===== src/rtl/flash_seq_pkg.sv =====
package flash_seq_pkg;

  typedef enum logic [2:0] {
    S_IDLE,
    S_ISSUE,
    S_WAITB,
    S_DELAY,
    S_FWD,
    S_DONE
  } seq_state_t;

  typedef struct packed {
    logic       rel;
    logic [7:0] data;
  } spi_cmd_t;

  localparam logic [7:0] OP_WAKE  = 8'hAB;
  localparam logic [7:0] OP_READ  = 8'h03;
  localparam logic [7:0] OP_SLEEP = 8'hB9;
  localparam logic [7:0] OP_DUMMY = 8'h00;

  // Wake-up recovery in clock cycles, rounded up, never below one.
  function automatic int unsigned wake_cycles(input int unsigned clk_hz,
                                              input int unsigned wait_ns);
    longint unsigned prod;
    longint unsigned cyc;
    prod = longint'(clk_hz) * longint'(wait_ns);
    cyc  = (prod + 64'd999_999_999) / 64'd1_000_000_000;
    if (cyc == 0) cyc = 1;
    return int'(cyc);
  endfunction

endpackage


===== src/rtl/fs_step_decode.sv =====
module fs_step_decode
  import flash_seq_pkg::*;
#(
  parameter int unsigned NBYTES    = 4,
  parameter logic [23:0] READ_ADDR = 24'h040000,
  parameter int unsigned STEP_W    = 4
) (
  input  logic [STEP_W-1:0] step,
  output spi_cmd_t          cmd,
  output logic              is_data,
  output logic              is_wake_rel,
  output logic              is_last
);
  localparam logic [STEP_W-1:0] ST_WAKE  = STEP_W'(0);
  localparam logic [STEP_W-1:0] ST_WREL  = STEP_W'(1);
  localparam logic [STEP_W-1:0] ST_READ  = STEP_W'(2);
  localparam logic [STEP_W-1:0] ST_A2    = STEP_W'(3);
  localparam logic [STEP_W-1:0] ST_A1    = STEP_W'(4);
  localparam logic [STEP_W-1:0] ST_A0    = STEP_W'(5);
  localparam logic [STEP_W-1:0] ST_DATA0 = STEP_W'(6);
  localparam logic [STEP_W-1:0] ST_RREL  = STEP_W'(6 + NBYTES);
  localparam logic [STEP_W-1:0] ST_SLEEP = STEP_W'(7 + NBYTES);
  localparam logic [STEP_W-1:0] ST_LAST  = STEP_W'(8 + NBYTES);

  always_comb begin
    cmd = '{rel: 1'b1, data: OP_DUMMY};
    if (step == ST_WAKE)                        cmd = '{rel: 1'b0, data: OP_WAKE};
    else if (step == ST_READ)                   cmd = '{rel: 1'b0, data: OP_READ};
    else if (step == ST_A2)                     cmd = '{rel: 1'b0, data: READ_ADDR[23:16]};
    else if (step == ST_A1)                     cmd = '{rel: 1'b0, data: READ_ADDR[15:8]};
    else if (step == ST_A0)                     cmd = '{rel: 1'b0, data: READ_ADDR[7:0]};
    else if (step >= ST_DATA0 && step < ST_RREL) cmd = '{rel: 1'b0, data: OP_DUMMY};
    else if (step == ST_SLEEP)                  cmd = '{rel: 1'b0, data: OP_SLEEP};
  end

  assign is_data     = (step >= ST_DATA0) && (step < ST_RREL);
  assign is_wake_rel = (step == ST_WREL);
  assign is_last     = (step == ST_LAST);
endmodule


===== src/rtl/fs_wait_timer.sv =====
module fs_wait_timer #(
  parameter int unsigned CYCLES = 300,
  parameter int unsigned CNT_W  = $clog2(CYCLES + 1)
) (
  input  logic clk,
  input  logic rst_n,
  input  logic arm,
  output logic expired
);
  localparam logic [CNT_W-1:0] LOAD = CNT_W'(CYCLES - 1);

  logic [CNT_W-1:0] cnt;
  logic             running;

  always_ff @(posedge clk) begin
    if (!rst_n) begin
      cnt     <= '0;
      running <= 1'b0;
    end else if (arm) begin
      cnt     <= LOAD;
      running <= 1'b1;
    end else if (running) begin
      if (cnt == '0) running <= 1'b0;
      else           cnt     <= cnt - 1'b1;
    end
  end

  assign expired = running && (cnt == '0);
endmodule


===== src/rtl/fs_tx_hold.sv =====
module fs_tx_hold (
  input  logic       clk,
  input  logic       rst_n,
  input  logic       capture,
  input  logic [7:0] din,
  input  logic       tx_ready,
  output logic       tx_valid,
  output logic [7:0] tx_data,
  output logic       accept
);
  assign accept = tx_valid && tx_ready;

  always_ff @(posedge clk) begin
    if (!rst_n) begin
      tx_valid <= 1'b0;
      tx_data  <= '0;
    end else if (capture) begin
      tx_valid <= 1'b1;
      tx_data  <= din;
    end else if (accept) begin
      tx_valid <= 1'b0;
    end
  end
endmodule


===== src/rtl/flash_fetch_seq.sv =====
module flash_fetch_seq
  import flash_seq_pkg::*;
#(
  parameter int unsigned CLK_HZ    = 100_000_000,
  parameter int unsigned WAKE_NS   = 3000,
  parameter int unsigned NBYTES    = 4,
  parameter logic [23:0] READ_ADDR = 24'h040000
) (
  input  logic       clk,
  input  logic       rst_n,
  input  logic       start,
  output logic       done,
  output logic       cmd_load,
  output logic       cmd_release,
  output logic [7:0] cmd_byte,
  input  logic       mst_busy,
  input  logic [7:0] mst_rx,
  output logic       tx_valid,
  output logic [7:0] tx_data,
  input  logic       tx_ready
);
  localparam int unsigned N_STEPS  = NBYTES + 9;
  localparam int unsigned STEP_W   = $clog2(N_STEPS);
  localparam int unsigned WAIT_CYC = wake_cycles(CLK_HZ, WAKE_NS);

  seq_state_t        state;
  logic [STEP_W-1:0] step;
  spi_cmd_t          cmd;
  logic              is_data, is_wake_rel, is_last;

  // named internal events
  logic issue_fire, byte_done, tx_accept, delay_expired, delay_arm, rx_capture, in_idle;

  assign issue_fire = (state == S_ISSUE);
  assign byte_done  = (state == S_WAITB) && !mst_busy;
  assign delay_arm  = byte_done && is_wake_rel;
  assign rx_capture = byte_done && is_data;
  assign in_idle    = (state == S_IDLE);

  fs_step_decode #(
    .NBYTES(NBYTES), .READ_ADDR(READ_ADDR), .STEP_W(STEP_W)
  ) u_decode (
    .step(step), .cmd(cmd), .is_data(is_data),
    .is_wake_rel(is_wake_rel), .is_last(is_last)
  );

  fs_wait_timer #(.CYCLES(WAIT_CYC)) u_timer (
    .clk(clk), .rst_n(rst_n), .arm(delay_arm), .expired(delay_expired)
  );

  fs_tx_hold u_hold (
    .clk(clk), .rst_n(rst_n), .capture(rx_capture), .din(mst_rx),
    .tx_ready(tx_ready), .tx_valid(tx_valid), .tx_data(tx_data), .accept(tx_accept)
  );

  always_ff @(posedge clk) begin
    if (!rst_n) begin
      state <= S_IDLE;
      step  <= '0;
    end else begin
      unique case (state)
        S_IDLE: if (start) begin
          state <= S_ISSUE;
          step  <= '0;
        end
        S_ISSUE: state <= S_WAITB;
        S_WAITB: if (!mst_busy) begin
          if (is_data)          state <= S_FWD;
          else if (is_wake_rel) state <= S_DELAY;
          else if (is_last)     state <= S_DONE;
          else begin
            step  <= step + 1'b1;
            state <= S_ISSUE;
          end
        end
        S_DELAY: if (delay_expired) begin
          step  <= step + 1'b1;
          state <= S_ISSUE;
        end
        S_FWD: if (tx_accept) begin
          step  <= step + 1'b1;
          state <= S_ISSUE;
        end
        S_DONE:  state <= S_IDLE;
        default: state <= S_IDLE;
      endcase
    end
  end

  assign cmd_load    = issue_fire;
  assign cmd_release = cmd.rel;
  assign cmd_byte    = cmd.data;
  assign done        = (state == S_DONE);
endmodule


===== config.mk =====
export PLATFORM = sky130hd
export DESIGN_NAME = flash_fetch_seq
export DESIGN_NICKNAME = d
export VERILOG_FILES = /design/src/rtl/flash_seq_pkg.sv /design/src/rtl/fs_step_decode.sv /design/src/rtl/fs_wait_timer.sv /design/src/rtl/fs_tx_hold.sv /design/src/rtl/flash_fetch_seq.sv
export SDC_FILE = /design/constraint.sdc
export NUM_CORES = 1
export LEC_CHECK = 0
export ABC_AREA = 1
export ABC_CLOCK_PERIOD_IN_PS = 3250
export BUFFER_PORTS_ARGS = -buffer_cell sky130_fd_sc_hd__buf_2
export CORE_MARGIN = 4
export CORE_UTILIZATION = 35
export DETAILED_ROUTE_END_ITERATION = 10
export GPL_ROUTABILITY_DRIVEN = 0
export MAX_ROUTING_LAYER = met4
export PLACE_DENSITY = 0.59
export SYNTH_ARGS = -nofsm -noshare
export SYNTH_HDL_FRONTEND = slang
export SYNTH_SLANG_ARGS = --single-unit

===== constraint.sdc =====
create_clock -name clk -period 3.25 [get_ports clk]
set_input_delay 0.325 -clock clk [delete_from_list [all_inputs] [get_ports clk]]
set_output_delay 0.325 -clock clk [all_outputs]
set_load 0.02 [all_outputs]

## Word level (Yosys, flattened, before mapping)

Index checks and enable logic that the tools add are counted.

| word-level totals | value |
|---|---|
| register bits after elaboration | 26 |
| latch bits | 0 |
| RAM bits | 0 |
| ROM bits | 0 |
| input port bits | 13 |
| output and inout port bits | 20 |
| logic and storage cells | 82 |
| memories | 0 |

| cells by class | value |
|---|---|
| add/subtract/negate cells | 2 |
| $mul | 0 |
| div/mod/pow operators | 0 |
| $lt $le $gt $ge | 2 |
| equal/unequal tests | 20 |
| shift operators | 0 |
| mux-type cells | 31 |
| bitwise gates (word level) | 2 |
| reduce and logical (&&, ||, !) cells | 18 |

Operators by type and width:

| cell | count |
|---|---|
| $mux W9 | 10 |
| $mux W4 | 7 |
| $mux W3 | 7 |
| $ne A2 B2 Y1 const B | 8 |
| $pmux W4 S4 | 1 |
| $pmux W3 S5 | 1 |
| $logic_not A9 Y1 | 1 |
| $sub A9 B1 Y9 const B | 1 |
| $eq A4 B2 Y1 const B | 2 |
| $eq A4 B3 Y1 const B | 2 |
| $eq A4 B4 Y1 const B | 2 |
| $reduce_and A8 Y1 | 1 |
| $eq A3 B2 Y1 const B | 2 |
| $eq A3 B3 Y1 const B | 2 |
| $logic_and A1 B1 Y1 | 6 |
| $mux W1 | 5 |
| $add A4 B1 Y4 const B | 1 |
| $eq A4 B1 Y1 const B | 1 |
| $ge A4 B3 Y1 const B | 1 |
| $logic_not A4 Y1 | 1 |
| $lt A4 B4 Y1 const B | 1 |
| $reduce_and A2 Y1 | 2 |
| $reduce_and A4 Y1 | 1 |
| $reduce_bool A2 Y1 | 2 |
| other kinds (6) | 7 |

## Logic depth before layout (Yosys ltp)

Gate-level depths: netlist of run 1.

| logic depth | value |
|---|---|
| word-level depth | 8 |
| depth in mapped cells | 11 |
| mapped depth without buffers | 11 |

## By module

A second synthesis of run 1 with hierarchy kept.

| second synthesis, totals | value |
|---|---|
| cell total of the unflattened synthesis | 228 |
| area total of the unflattened synthesis | 1567.8 um^2 |

Modules (own cells, without submodules):

| module | times used | cells an instance | area an instance (um^2) | seq. area each (um^2) |
|---|---|---|---|---|
| fs_wait_timer | 1 | 85 | 590.6 | 200.2 |
| flash_fetch_seq | 1 | 74 | 528.0 | 140.1 |
| fs_tx_hold | 1 | 40 | 311.5 | 180.2 |
| fs_step_decode | 1 | 29 | 137.6 | 0.0 |

## Worst setup path after synthesis of run 1

No wires, ideal clock.

| path | value |
|---|---|
| path type | register to output |
| start point | register step[1] |
| end point | output cmd_release |
| arrival | 1534 ps |
| required time | 2925 ps |
| path slack | 1391 ps |
| cell stages (with the launch flop) | 6 |
| buffers on the path | 0 |
| path through | dfxtp_1 -> inv_1 -> ha_1 -> o21ai_0 -> nand2_1 -> nor3_1 |

| between the ends | value |
|---|---|
| cells in the longest elaborated chain, start to end | 8 |
| elaborated cells on any way between the ends | 16 |
| classes of those cells | order compare (2); eq/ne (5); mux (7); reduce/logical (2) |

RTL lines:

| item | RTL line | RTL |
|---|---|---|
| from (decl) | flash_fetch_seq.sv:27 | `logic [STEP_W-1:0] step;` |
| from (signal assigned) | flash_fetch_seq.sv:72 | `step <= step + 1'b1;` |
| from (signal assigned) | flash_fetch_seq.sv:77 | `step <= step + 1'b1;` |
| from (signal assigned) | flash_fetch_seq.sv:81 | `step <= step + 1'b1;` |
| $ge A4 B3 Y1, or another cell as far along | fs_step_decode.sv:32 | `else if (step >= ST_DATA0 && step < ST_RREL) cmd = '{rel: 1'b0, data: OP_DUMMY};` |
| $logic_and A1 B1 Y1 or $mux W9 (tied branches) | fs_step_decode.sv:32, fs_step_decode.sv:33 |  |
| $mux W9 | fs_step_decode.sv:32 |  |
| $mux W9 | fs_step_decode.sv:31 | `else if (step == ST_A0) cmd = '{rel: 1'b0, data: READ_ADDR[7:0]};` |
| $mux W9 | fs_step_decode.sv:30 | `else if (step == ST_A1) cmd = '{rel: 1'b0, data: READ_ADDR[15:8]};` |
| $mux W9 | fs_step_decode.sv:29 | `else if (step == ST_A2) cmd = '{rel: 1'b0, data: READ_ADDR[23:16]};` |
| $mux W9 | fs_step_decode.sv:28 | `else if (step == ST_READ) cmd = '{rel: 1'b0, data: OP_READ};` |
| $mux W9 (*) | fs_step_decode.sv:27 | `if (step == ST_WAKE) cmd = '{rel: 1'b0, data: OP_WAKE};` |
| to (decl) | flash_fetch_seq.sv:14 | `output logic cmd_release,` |

Mark *: on every way between the ends. The rest lies on a longest branch, timed or not.

## Worst setup path after layout of run 1

Same ends and word-level chain as after synthesis.

==> summary.md, run 1 <==
| Metric | Value |
|---|---|
| Library cells used by synthesis | 26 |
| Mean post-synth cell area | ~6.9 um^2 |
| Commonest cells in the synthesized netlist | 39 x nand2_1, 36 x nor2_1, 26 x dfxtp_1 |
| Sort of element at the start of the critical path | flop |
| Dominant register cell in the synthesized netlist | dfxtp_1 |
| Aggregate global-route resource usage | roughly an eighth |
| Maximum clock insertion buffer count | 2 |
| Final antenna-violating net count | 0 |
| Utilization of the core after routing | roughly 43% |
| TritonCTS clock tree | built |
| Initial Utilization | a little over a third |
| Iteration-0 DRC Markers | 41 |
| Outcome | complete, no violations |
| Number of search-and-repair iterations in the first detailed-routing pass | 4 |
| R2R cell count | 11 |
| Crit-path slowest cell | dfxtp_1 |
| Total placed cells including tap cells | 292 |
| Number of antenna violations at the first check in global routing | 0 |
| Kind of cell adding the most delay to the critical path | flip-flops |
| Global-route wire length before repair | 5420 um |
| Leakage | between 0.8 and 0.9 nW |
| Synth area leader | dfxtp_1 |
| Final hold violations | 0 |
| Final Non-Filler Cells | 296 |
| Destination of the critical timing path | cmd_release |
| Number of global-route vias before repair | approximately 1.2k |
| WHS | between 0.2 and 0.3 ns |
| Final critical-path share of the clock period | around 66% |
| Arrival time reported for the critical path endpoint | roughly 1.8 ns |
| Crit. End Element | primary output |
| Die H | between 70 and 80 um |
| Half-perimeter wire length after placement | between 2000 and 2500 um |
| Total setup violations reported at the end of the flow | 0 |
| Post-Synthesis Cells | roughly 220 |
| Worst min path class | in -> reg |
| Final count of pins violating max slew | 0 |
| Netlist Area Pre-Place | ~0.0015 mm^2 |
| Terminus of the critical flop-to-flop path | step[0] |
| Clock transition time at the flip-flop clock pins of the worst setup and hold paths | ~0.09 ns |
| Via count | approximately 1.4k |
| Number of enable-type register cells in the synthesized netlist | 0 |
| Worst path bufs/invs | 2 |
| Maximum fanout count along the critical path | 6 |
| Main area contributors after synthesis | dfxtp_1 35%, nand2_1 9.9%, nor2_1 9.1% |
| Worst hold path cell count | 3 |
| Sequential cell area fraction in the yosys report | around a third |
| # H-tree levels | 1 |
| Power share of the clock group | approximately 22% |
| Per-cell routed wire length | 10.4 um |
| Final total negative setup slack | 0 ns |
| Filler cells | ~420 |
| Synth warnings | 0 |
| Beginning of the critical path | step[1] |
| Clock root buffer master | clkbuf_8 |
| Cell-internal power | slightly above 0.7 mW |
| Total power density per cell area | about 700 mW/mm^2 |
| I/O Pins | 33 |
| Number of gates resized after cts | 0 |
| Fraction of synthesized cell area taken by the top area cell type | between 30% and 40% |
| Site Rows | 23 |
| Clk Latency, worst-skew pair | between 0.2 and 0.3 ns |
| Input/output buffers | 31 |
| Synth-to-Final Area Change | 17.2% |
| Area inside the core boundary | ~0.004 mm^2 |
| Clock buffers created by TritonCTS | 3 |
| Leftover overflow at the end of global routing | 0 |
| Fmax achieved | about 0.47 GHz |
| Proportion of power drawn by combinational gates | between 40% and 50% |
| Inserted Diodes | 0 |
| Longest individual stage delay on the worst path | between 0.4 and 0.5 ns |
| Cts hold-fix bufs | 0 |
| Vias/cell | approximately 4.6 |
| Die width | 73.1 um |
| Number of nets in the synthesized netlist | 233 |
| Start of the worst register-to-register path | step[1] |
| TritonCTS Sinks | 26 |
| Yosys reg bits | 26 |
| Setup repair after global routing missed its margin | no |
| Final critical delay including setup and external delays | roughly 2.1 ns |
| Setup Skew | between 0.002 and 0.0025 ns |
| Required time worst endpoint | around 3 ns |
| Setup Crit Path Kind | reg -> out |
| Die footprint | between 0.005 and 0.006 mm^2 |
| Reported max-cap violation count | 0 |
| Cell chain of the critical path | inv_1 > ha_1 > o21ai_0 > nand2_1 > nor3_1 > buf_2 |
| Fraction of layout cells with a size suffix above 1 | a little under a quarter |
| Maximum number of pins on one net before global-route repair | 17 |
| Peak supply drop | about 0.0003 V |
| Remaining design rule violation count | 0 |
| Cell count along the critical path | 6 |
| Wirelength, routed | 3090 um |
| Library cell with the highest instance count after synthesis | nand2_1 |
| Sequential power share | between 30% and 40% |
| Number of buffers inserted to repair setup after CTS | 0 |
| Switching pwr | a little over 0.5 mW |
| Async set-reset flop share out of synthesis | 0% |
| Internal reg-to-reg setup slack | ~1.6 ns |
| Switching portion of total power | a little over two fifths |
| Final net count | between 200 and 300 |
-- power by group through the flow --
stage	combinational (mW)	clock, mW	sequential, mW
floorplan	0.454	0	0.402
global placement	0.568	0	0.403
detailed placement	0.563	0	0.404
CTS	0.565	0.275	0.397
global route	0.638	0.291	0.403
finish	0.560	0.266	0.398
-- worst register-to-register path, stage by stage, from the launching register on --
cell     delay (ns)
dfxtp_1        0.45
inv_1          0.13
ha_1           0.24
nand2_1        0.08
nor2_1         0.04
nand2_1        0.07
nand2_2        0.07
nor2_4         0.15
nand3_4        0.10
nand2_1        0.07
inv_1          0.04
nor2_1         0.13
-- per-stage QoR --
stage	power [mW]	worst slack [ns]	cell area [um^2]
2_1_floorplan	0.856	1.39	1480
3_3_place_gp	0.972	1.48	1670
3_5_place_dp	0.967	1.42	1670
4_1_cts	1.24	1.11	1740
5_1_grt	1.33	0.904	1740
6_report	1.22	1.12	1740
-- worst min-delay path by stage --
stage,start,end
finish,mst_rx[1],u_hold.tx_data[1]
floorplan,u_timer.cnt[8],u_timer.cnt[8]
global placement,u_timer.cnt[8],u_timer.cnt[8]
CTS,mst_rx[1],u_hold.tx_data[1]
global route,mst_rx[1],u_hold.tx_data[1]
detailed placement,u_timer.cnt[8],u_timer.cnt[8]
-- cells by family after synthesis --
group / synth area share, %
simple gates: 37.7
compound gates: 11.0
buf+inv: 9.37
flops: 35.1
fa+ha+maj: 4.22
xor+xnor: 2.36
other cells: 0.253
-- state kept, by name, indices dropped and copies added, names as in the netlist --
name	cells
u_hold.tx_valid	1
u_timer.cnt	9
u_hold.tx_data	8
step	4
state	3
u_timer.running	1
-- layout make-up --
class                   instances  area (um^2)  area share, %
inverters                      28          105           6.05
flip-flops and latches         26          520           30.0
multi-input cells             157          822           47.3
well taps                      50         62.6           3.60
clock inverters                 1         30.0           1.73
repair buffers                 31          155           8.93
clock buffers                   3         41.3           2.38
-- layout by cell type (no fill, tap or decap) --
master and count:
nand2_4 1, ha_1 5, buf_2 31, nor2_1 36, nand3_4 1, dfxtp_1 26
nand3b_1 1, nand4_1 5, and2_1 1, clkbuf_8 3, nor2_4 5, or2_2 1
nand2_1 39, o21ai_1 1, nor2_2 1, xor2_1 4, o211ai_1 1, nand2_2 7
o21ai_0 15, a21oi_1 15, nand3_1 13, inv_1 24, conb_1 1, bufinv_16 1
nand3_2 1, inv_2 4, nor3_1 3
-- routing by layer --
| layer | wire (um) | GRT usage [%] | up-vias |
|---|---|---|---|
| li1 | - | - | 743 |
| met1 | 1610 | 18.0 | 581 |
| met2 | 1290 | 18.8 | 33 |
| met3 | 167 | 3.44 | 2 |
| met4 | 19 | 2.46 | 0 |
| met5 | 0 | - | - |
Power figures use the tool's default switching activity.
==> run 2: changes to the inputs <==
--- a/config.mk
+++ b/config.mk
@@ -5,15 +5,15 @@
 export SDC_FILE = /design/constraint.sdc
 export NUM_CORES = 1
 export LEC_CHECK = 0
-export ABC_AREA = 1
-export ABC_CLOCK_PERIOD_IN_PS = 3250
+export ABC_AREA = 0
+export ABC_CLOCK_PERIOD_IN_PS = 1960
 export BUFFER_PORTS_ARGS = -buffer_cell sky130_fd_sc_hd__buf_2
 export CORE_MARGIN = 4
 export CORE_UTILIZATION = 35
 export DETAILED_ROUTE_END_ITERATION = 10
 export GPL_ROUTABILITY_DRIVEN = 0
 export MAX_ROUTING_LAYER = met4
-export PLACE_DENSITY = 0.59
+export PLACE_DENSITY = 0.61
 export SYNTH_ARGS = -nofsm -noshare
 export SYNTH_HDL_FRONTEND = slang
 export SYNTH_SLANG_ARGS = --single-unit
==> constraint.sdc (replaced) <==
create_clock -name clk -period 1.96 [get_ports clk]
set_input_delay 0.196 -clock clk [delete_from_list [all_inputs] [get_ports clk]]
set_output_delay 0.196 -clock clk [all_outputs]
set_load 0.02 [all_outputs]
==> run 2 against run 1 <==
Effect of this change: the flow now finishes with violations (negative setup slack); first-iteration DRC count up 51%; combinational power fell by 53%; critical path depth increased by 1; via count down 8.6%; synthesized area is essentially flat; die area barely moved; register-to-register slack lost 1.7 ns; design area increased by 10%; non-clock buffer count rose by 20; sequential share of layout area down 2.6 points; highest routed layer unchanged.
==> summary.md, run 2 <==
| Metric | Value |
|---|---|
| Dominant register cell in the synthesized netlist | dfxtp_1 |
| Post-synthesis share of cell area spent on full adders, half adders and majority gates | between 4 and 5% |
| Final Non-Filler Cells | around 260 |
| # H-tree levels | 1 |
| Maximum clock insertion buffer count | 2 |
| Clock buffers created by TritonCTS | 3 |
| Setup slack of the critical path after layout | -0.0344 ns |
| Required time worst endpoint | 2.17 ns |
| Worst min path class | in -> reg |
| Number of antenna violations at the first check in global routing | 0 |
| Leading cell type in the layout, fill and taps excluded | buf_2 |
| Vias/cell | between 4 and 5 |
| Worst path bufs/invs | 1 |
| Final antenna-violating net count | 0 |
| Die footprint | around 0.0053 mm^2 |
| Leftover overflow at the end of global routing | 0 |
| Site Rows | 23 |
| Number of global-route vias before repair | around 1.2k |
| Final critical delay including setup and external delays | between 1.5 and 2 ns |
| Cts hold-fix bufs | 0 |
| Netlist Area Pre-Place | between 0.001 and 0.0015 mm^2 |
| Crit. End Element | flop |
| Total placed cells including tap cells | 254 |
| Placed instance area | about 0.0018 mm^2 |
| Final critical-path share of the clock period | 102% |
| Arrival time reported for the critical path endpoint | 2.20 ns |
| Register with the highest flop count | u_timer.cnt |
| Per-cell routed wire length | 12.0 um |
| Violations in the final reports | negative setup slack |
| Initial Utilization | a little over a third |
| Fraction of synthesized cell area taken by the top area cell type | a little over a third |
| Fraction of layout cells with a size suffix above 1 | 35.5% |
| Final total negative setup slack | -0.0344 ns |
| Post-Synthesis Cells | 165 |
| Setup Crit Path Kind | reg -> reg |
| Worst Setup Slack post-DPL | -0.0469 ns |
| Final net count | 230 |
| Top library cells by usage in the layout, fill and taps aside | 30 x buf_2, 23 x dfxtp_1, 20 x buf_4 |
| Beginning of the worst hold path | mst_rx[7] |
| Final count of pins violating max slew | 0 |
| Total setup violations reported at the end of the flow | 1 |
| Aggregate global-route resource usage | 12.6% |
| Peak supply drop | 0.000451 V |
| Remaining design rule violation count | 0 |
| Commonest cells in the synthesized netlist | 26 x dfxtp_1, 15 x nor2_1, 13 x nor2b_1 |
| WHS | ~0.17 ns |
| Synth warnings | 0 |
| Complex-gate fraction of the synthesized area | between 10% and 20% |
| Final Total Pwr | 1.17 mW |
| Iteration-0 DRC Markers | 62 |
| Global-route wire length before repair | ~5300 um |
| Setup repair after global routing missed its margin | yes |
| Via count | between 1k and 1.5k |
| Beginning of the critical path | u_timer.cnt[0] |
| Main combinational cell family by area after synthesis | simple AND/OR/NAND/NOR gates |
| Fmax achieved | 0.501 GHz |
| Die width | 73.0 um |
| Clock transition time at the flip-flop clock pins of the worst setup and hold paths | around 0.090 ns |
| Longest individual stage delay on the worst path | 0.46 ns |
| TritonCTS clock tree | built |
| Synth area leader | dfxtp_1 |
| Kind of cell adding the most delay to the critical path | simple AND/OR/NAND/NOR gates |
| Inserted Diodes | 0 |
| Cell chain of the critical path | inv_2 > ha_4 > or4bb_4 > o311ai_4 > nand3_2 > or4_1 > a21boi_1 |
| Die H | ~73 um |
| Mux share of post-synthesis cell area | a little under 7% |
| Post-Synth XOR/XNOR Area | about 3.6% |
| Regs by FF count | u_timer.cnt x9, u_hold.tx_data x8, step x4 |
| Clk Latency, worst-skew pair | 0.27 ns |
| Final non-filler cell area | around 0.0019 mm^2 |
| Area inside the core boundary | between 0.004 and 0.005 mm^2 |
| Leakage | 0.849 nW |
| Clock root buffer master | clkbuf_8 |
| Async set-reset flop share out of synthesis | 0% |
| Main area contributors after synthesis | dfxtp_1 35%, mux2i_1 6.8%, nor2b_1 5.5% |
| Maximum number of pins on one net before global-route repair | 26 |
| Sort of element at the start of the critical path | flop |
| Half-perimeter wire length after placement | 2370 um |
| Utilization of the core after routing | roughly 47% |
| Library cells used by synthesis | 43 |
| I/O Pins | 33 |
| Setup Skew | around 0.0028 ns |
| Library cell with the highest instance count after synthesis | dfxtp_1 |
| Number of search-and-repair iterations in the first detailed-routing pass | 4 |
| Maximum fanout count along the critical path | 4 |
| Largest register FFs | 9 |
| Final hold violations | 0 |
| Number of nets in the synthesized netlist | approximately 180 |
| Mean post-synth cell area | approximately 9.0 um^2 |
| Input/output buffers | 31 |
| Crit-path slowest cell | or4bb_4 |
| Wirelength, routed | between 3000 and 4000 um |
| Start of the worst register-to-register path | u_timer.cnt[0] |
| TritonCTS Sinks | 26 |
| Synth-to-Final Area Change | 29.3% |
| Number of enable-type register cells in the synthesized netlist | 0 |
| Yosys reg bits | 26 |
| Reported max-cap violation count | 0 |
| Outcome | complete, but fails checks |
| Sequential cell area fraction in the yosys report | between 30% and 40% |
| Simple-gate share of the synthesized area | approximately 26% |
| Total power density per cell area | between 600 and 700 mW/mm^2 |
==> run 2: changes by cell type after synthesis, sizes merged, moves of 6 or more <==
cell,before,now
mux2i,0,10
inv,28,6
nor2b,0,13
nand3,15,4
xnor2,0,6
a21oi,15,2
nor2,42,15
a21boi,0,11
nand2,47,9
o21ai,16,6
clkbuf,0,6
==> run 2: cell type report <==
type	count	area (um^2)
inverter	6	22.5
fill	400	2140
sequential	26	524
multi-input combinational	124	938
clock buffer	4	55.1
timing repair buffer	51	312
tap	50	62.6
==> run 2: routing by layer <==
metal | up-vias | global-route usage [%] | share of wire, %
met2 | 7 | 20.3 | 49
met4 | 0 | 2.46 | 0.42
met5 | - | - | 0
li1 | 666 | - | -
met3 | 2 | 3.72 | 2.1
met1 | 567 | 15.7 | 48
==> run 2: path summary, 6_finish.rpt <==
kind                       endpoint  slack [ns]  depth (start not counted)
setup / recovery            step[3]       -0.03                          7
setup reg to reg            step[3]       -0.03                          7
hold / removal    u_hold.tx_data[7]        0.17                          3
hold reg to reg     u_hold.tx_valid        0.52                          2
==> run 2: logic make-up (layout without fill, tap and decap cells) <==
logic type | Yosys count | after routing
buffers and inverters | 15 | 61
flip-flops | 26 | 26
AO/OA/AOI/OAI | 33 | 33
AND/OR/NAND/NOR | 69 | 69
multiplexers | 10 | 10
XOR/XNOR | 6 | 6
adder cells (fa/ha/maj) | 5 | 5
other | 1 | 1
==> run 2: worst reg2reg max path, cell delays in order, from the launching register on <==
cell and delay, ns:
dfxtp_2 0.33, inv_2 0.07, ha_4 0.12, or4bb_4 0.46, o311ai_4 0.25, nand3_2 0.14, or4_1 0.41, a21boi_1 0.13
==> run 2: repair_timing <==
action	CTS	global route
setup endpoints to repair	3	10
resized for setup	1	11
pin swaps	2	4
buffers inserted	1	2
==> run 2: power by group <==
group	switching (mW)	total (mW)	internal (mW)
Combinational	0.143	0.264	0.121
Sequential	0.0191	0.559	0.540
Clock	0.170	0.350	0.180
Total	0.332	1.17	0.841
==> run 3: changes to the inputs <==
--- a/config.mk
+++ b/config.mk
@@ -6,7 +6,7 @@
 export NUM_CORES = 1
 export LEC_CHECK = 0
 export ABC_AREA = 0
-export ABC_CLOCK_PERIOD_IN_PS = 1960
+export ABC_CLOCK_PERIOD_IN_PS = 1700
 export BUFFER_PORTS_ARGS = -buffer_cell sky130_fd_sc_hd__buf_2
 export CORE_MARGIN = 4
 export CORE_UTILIZATION = 35
==> constraint.sdc (replaced) <==
create_clock -name clk -period 1.7 [get_ports clk]
set_input_delay 0.17 -clock clk [delete_from_list [all_inputs] [get_ports clk]]
set_output_delay 0.17 -clock clk [all_outputs]
set_load 0.02 [all_outputs]
==> run 3 against run 2 <==
Effect of this change: the flow still finishes with violations (negative setup slack); first-iteration DRC count rose by 24%; combinational power increased by 59%; setup slack worse by 0.28 ns; global-route usage up 1.2 points; total power is 34% higher; core utilization is 9.3 points higher; largest power group unchanged; clock power rose by 47%; count of clock-buffer cells in the layout decreased by 1; critical path depth is the same; die area stayed put; final cell count increased by 9.6%; routed wire length grew 19%.
==> summary.md, run 3 (synthesis results as in run 2) <==
| Metric | Value |
|---|---|
| R2R cell count | 7 |
| Vias/cell | 4.83 |
| WHS | 0.150 ns |
| Top library cells by usage in the layout, fill and taps aside | 39 x buf_4, 24 x buf_2, 21 x dfxtp_1 |
| Final antenna-violating net count | 0 |
| Remaining design rule violation count | 0 |
| Total placed cells including tap cells | about 270 |
| TritonCTS Sinks | 26 |
| Met3 track demand over resource | between 3 and 4% |
| Aggregate global-route resource usage | 13.8% |
| Global routing met2 resource utilization | between 20% and 30% |
| Maximum clock insertion buffer count | 2 |
| Clk Latency, worst-skew pair | ~0.27 ns |
| Filler cells | 350 |
| Final critical delay including setup and external delays | between 2 and 2.5 ns |
| Reported max-cap violation count | 0 |
| Initial Utilization | 36.5% |
| Most Used Layer, Global Route | met2 |
| Final hold violations | 0 |
| Global-route wire length before repair | approximately 5800 um |
| Final count of pins violating max slew | 0 |
| Final critical-path share of the clock period | 118% |
| Sort of element at the start of the critical path | flop |
| Regs by FF count | u_timer.cnt x9, u_hold.tx_data x8, step x4 |
| Arrival time reported for the critical path endpoint | between 2 and 2.5 ns |
| Peak supply drop | 0.000633 V |
| Largest register FFs | 9 |
| Worst min path class | in -> reg |
| Inserted Diodes | 0 |
| Iteration-0 DRC Markers | 77 |
| Destination of the critical timing path | step[3] |
| Final Non-Filler Cells | between 200 and 300 |
| Final net count | between 200 and 300 |
| Crit. End Element | flop |
| Maximum number of pins on one net before global-route repair | 26 |
| Internal reg-to-reg setup slack | -0.31 ns |
| Outcome | complete, but fails checks |
| Number of search-and-repair iterations in the first detailed-routing pass | 4 |
| Per-cell routed wire length | between 10 and 15 um |
| Die H | roughly 73 um |
| Total power density per cell area | 687 mW/mm^2 |
| TritonCTS clock tree | built |
| Half-perimeter wire length after placement | approximately 2500 um |
| Maximum fanout count along the critical path | 4 |
| Terminus of the critical flop-to-flop path | step[3] |
| Clock buffers created by TritonCTS | 3 |
| Site Rows | 23 |
| Violations in the final reports | negative setup slack |
| I/O Pins | 33 |
| Start of the worst register-to-register path | u_timer.cnt[0] |
| Setup slack of the critical path after layout | -0.312 ns |
| # H-tree levels | 1 |
| Fmax achieved | roughly 0.50 GHz |
| Required time worst endpoint | 1.90 ns |
| Cts hold-fix bufs | 0 |
| Area inside the core boundary | between 0.004 and 0.005 mm^2 |
| Wirelength, routed | 3710 um |
| Setup repair after global routing missed its margin | yes |
| Die footprint | between 0.005 and 0.006 mm^2 |
| Number of antenna violations at the first check in global routing | 0 |
| Synth-to-Final Area Change | 54.8% |
| Worst Setup Slack post-DPL | -0.298 ns |
| Setup Crit Path Kind | reg -> reg |
| Final total negative setup slack | -2.04 ns |
| Leakage | approximately 1.0 nW |
| Fraction of layout cells with a size suffix above 1 | between 40% and 50% |
| Beginning of the critical path | u_timer.cnt[0] |
| Leading cell type in the layout, fill and taps excluded | buf_4 |
| Number of global-route vias before repair | around 1.3k |
| Via count | approximately 1.4k |
| Setup Skew | 0.00286 ns |
| GRT met1 Usage | 16.8% |
| Total setup violations reported at the end of the flow | 16 |
| Leftover overflow at the end of global routing | 0 |
| Clock root buffer master | clkbuf_8 |
| Clock transition time at the flip-flop clock pins of the worst setup and hold paths | 0.09 ns |
| Input/output buffers | 31 |
| Die width | about 73 um |
| Register with the highest flop count | u_timer.cnt |
==> run 3: cell count changes in the layout (fill, tap and decap cells not counted), moves of 5 or more <==
cell / before / now
nor3_2: 0 / 5
buf_4: 20 / 39
buf_6: 1 / 12
buf_2: 30 / 24
nor3_1: 6 / 0
==> run 3: metrics by stage <==
step | total power [mW] | area, um^2 | util (%)
floorplan | 0.859 | 1530 | -
global placement | 0.984 | 1980 | 48.7
detailed placement | 0.986 | 1980 | 48.7
CTS | 1.56 | 2180 | 53.8
global route | 1.64 | 2290 | 56.5
finish | 1.57 | 2290 | 56.5
==> run 3: worst min-delay path by stage <==
stage,start,end,slack (ns),cells after the start
floorplan,rst_n,step[2],0.31,2
global placement,mst_rx[3],u_hold.tx_data[3],0.43,3
detailed placement,mst_rx[1],u_hold.tx_data[1],0.43,3
CTS,mst_rx[3],u_hold.tx_data[3],0.14,3
global route,mst_rx[0],u_hold.tx_data[0],0.16,3
finish,mst_rx[3],u_hold.tx_data[3],0.15,3
==> run 3: repair_timing <==
item / 4_1_cts / 5_1_grt
setup endpoints to repair: 17 / 18
buffers inserted: 6 / 6
resized for setup: 28 / 24
pin swaps: 4 / 9
==> run 3: power breakdown <==
part	internal [mW]	switching, mW
combinational	0.215	0.205
sequential	0.623	0.0139
clock	0.315	0.201
total	1.15	0.421
==> run 3: worst max-delay path, cell delays in order (launching register included) <==
cell      delay, ns
dfxtp_2        0.33
inv_2          0.07
ha_4           0.12
or4bb_4        0.47
o311ai_4       0.25
nand3_2        0.14
or4_1          0.42
a21boi_1       0.14
==> run 3: layout make-up <==
| cell class | instances | area, um^2 | share of cell area [%] |
|---|---|---|---|
| clock inverters | 1 | 30.0 | 1.31 |
| repair buffers | 76 | 568 | 24.8 |
| inverters | 6 | 22.5 | 0.983 |
| multi-input cells | 124 | 1040 | 45.4 |
| clock buffers | 3 | 41.3 | 1.80 |
| well taps | 50 | 62.6 | 2.73 |
| flip-flops and latches | 26 | 527 | 23.0 |
==> run 3: layer usage <==
metal,vias up,wire [um]
met2,19,1860
li1,719,-
met3,2,106
met4,0,13
met1,640,1730
met5,-,0
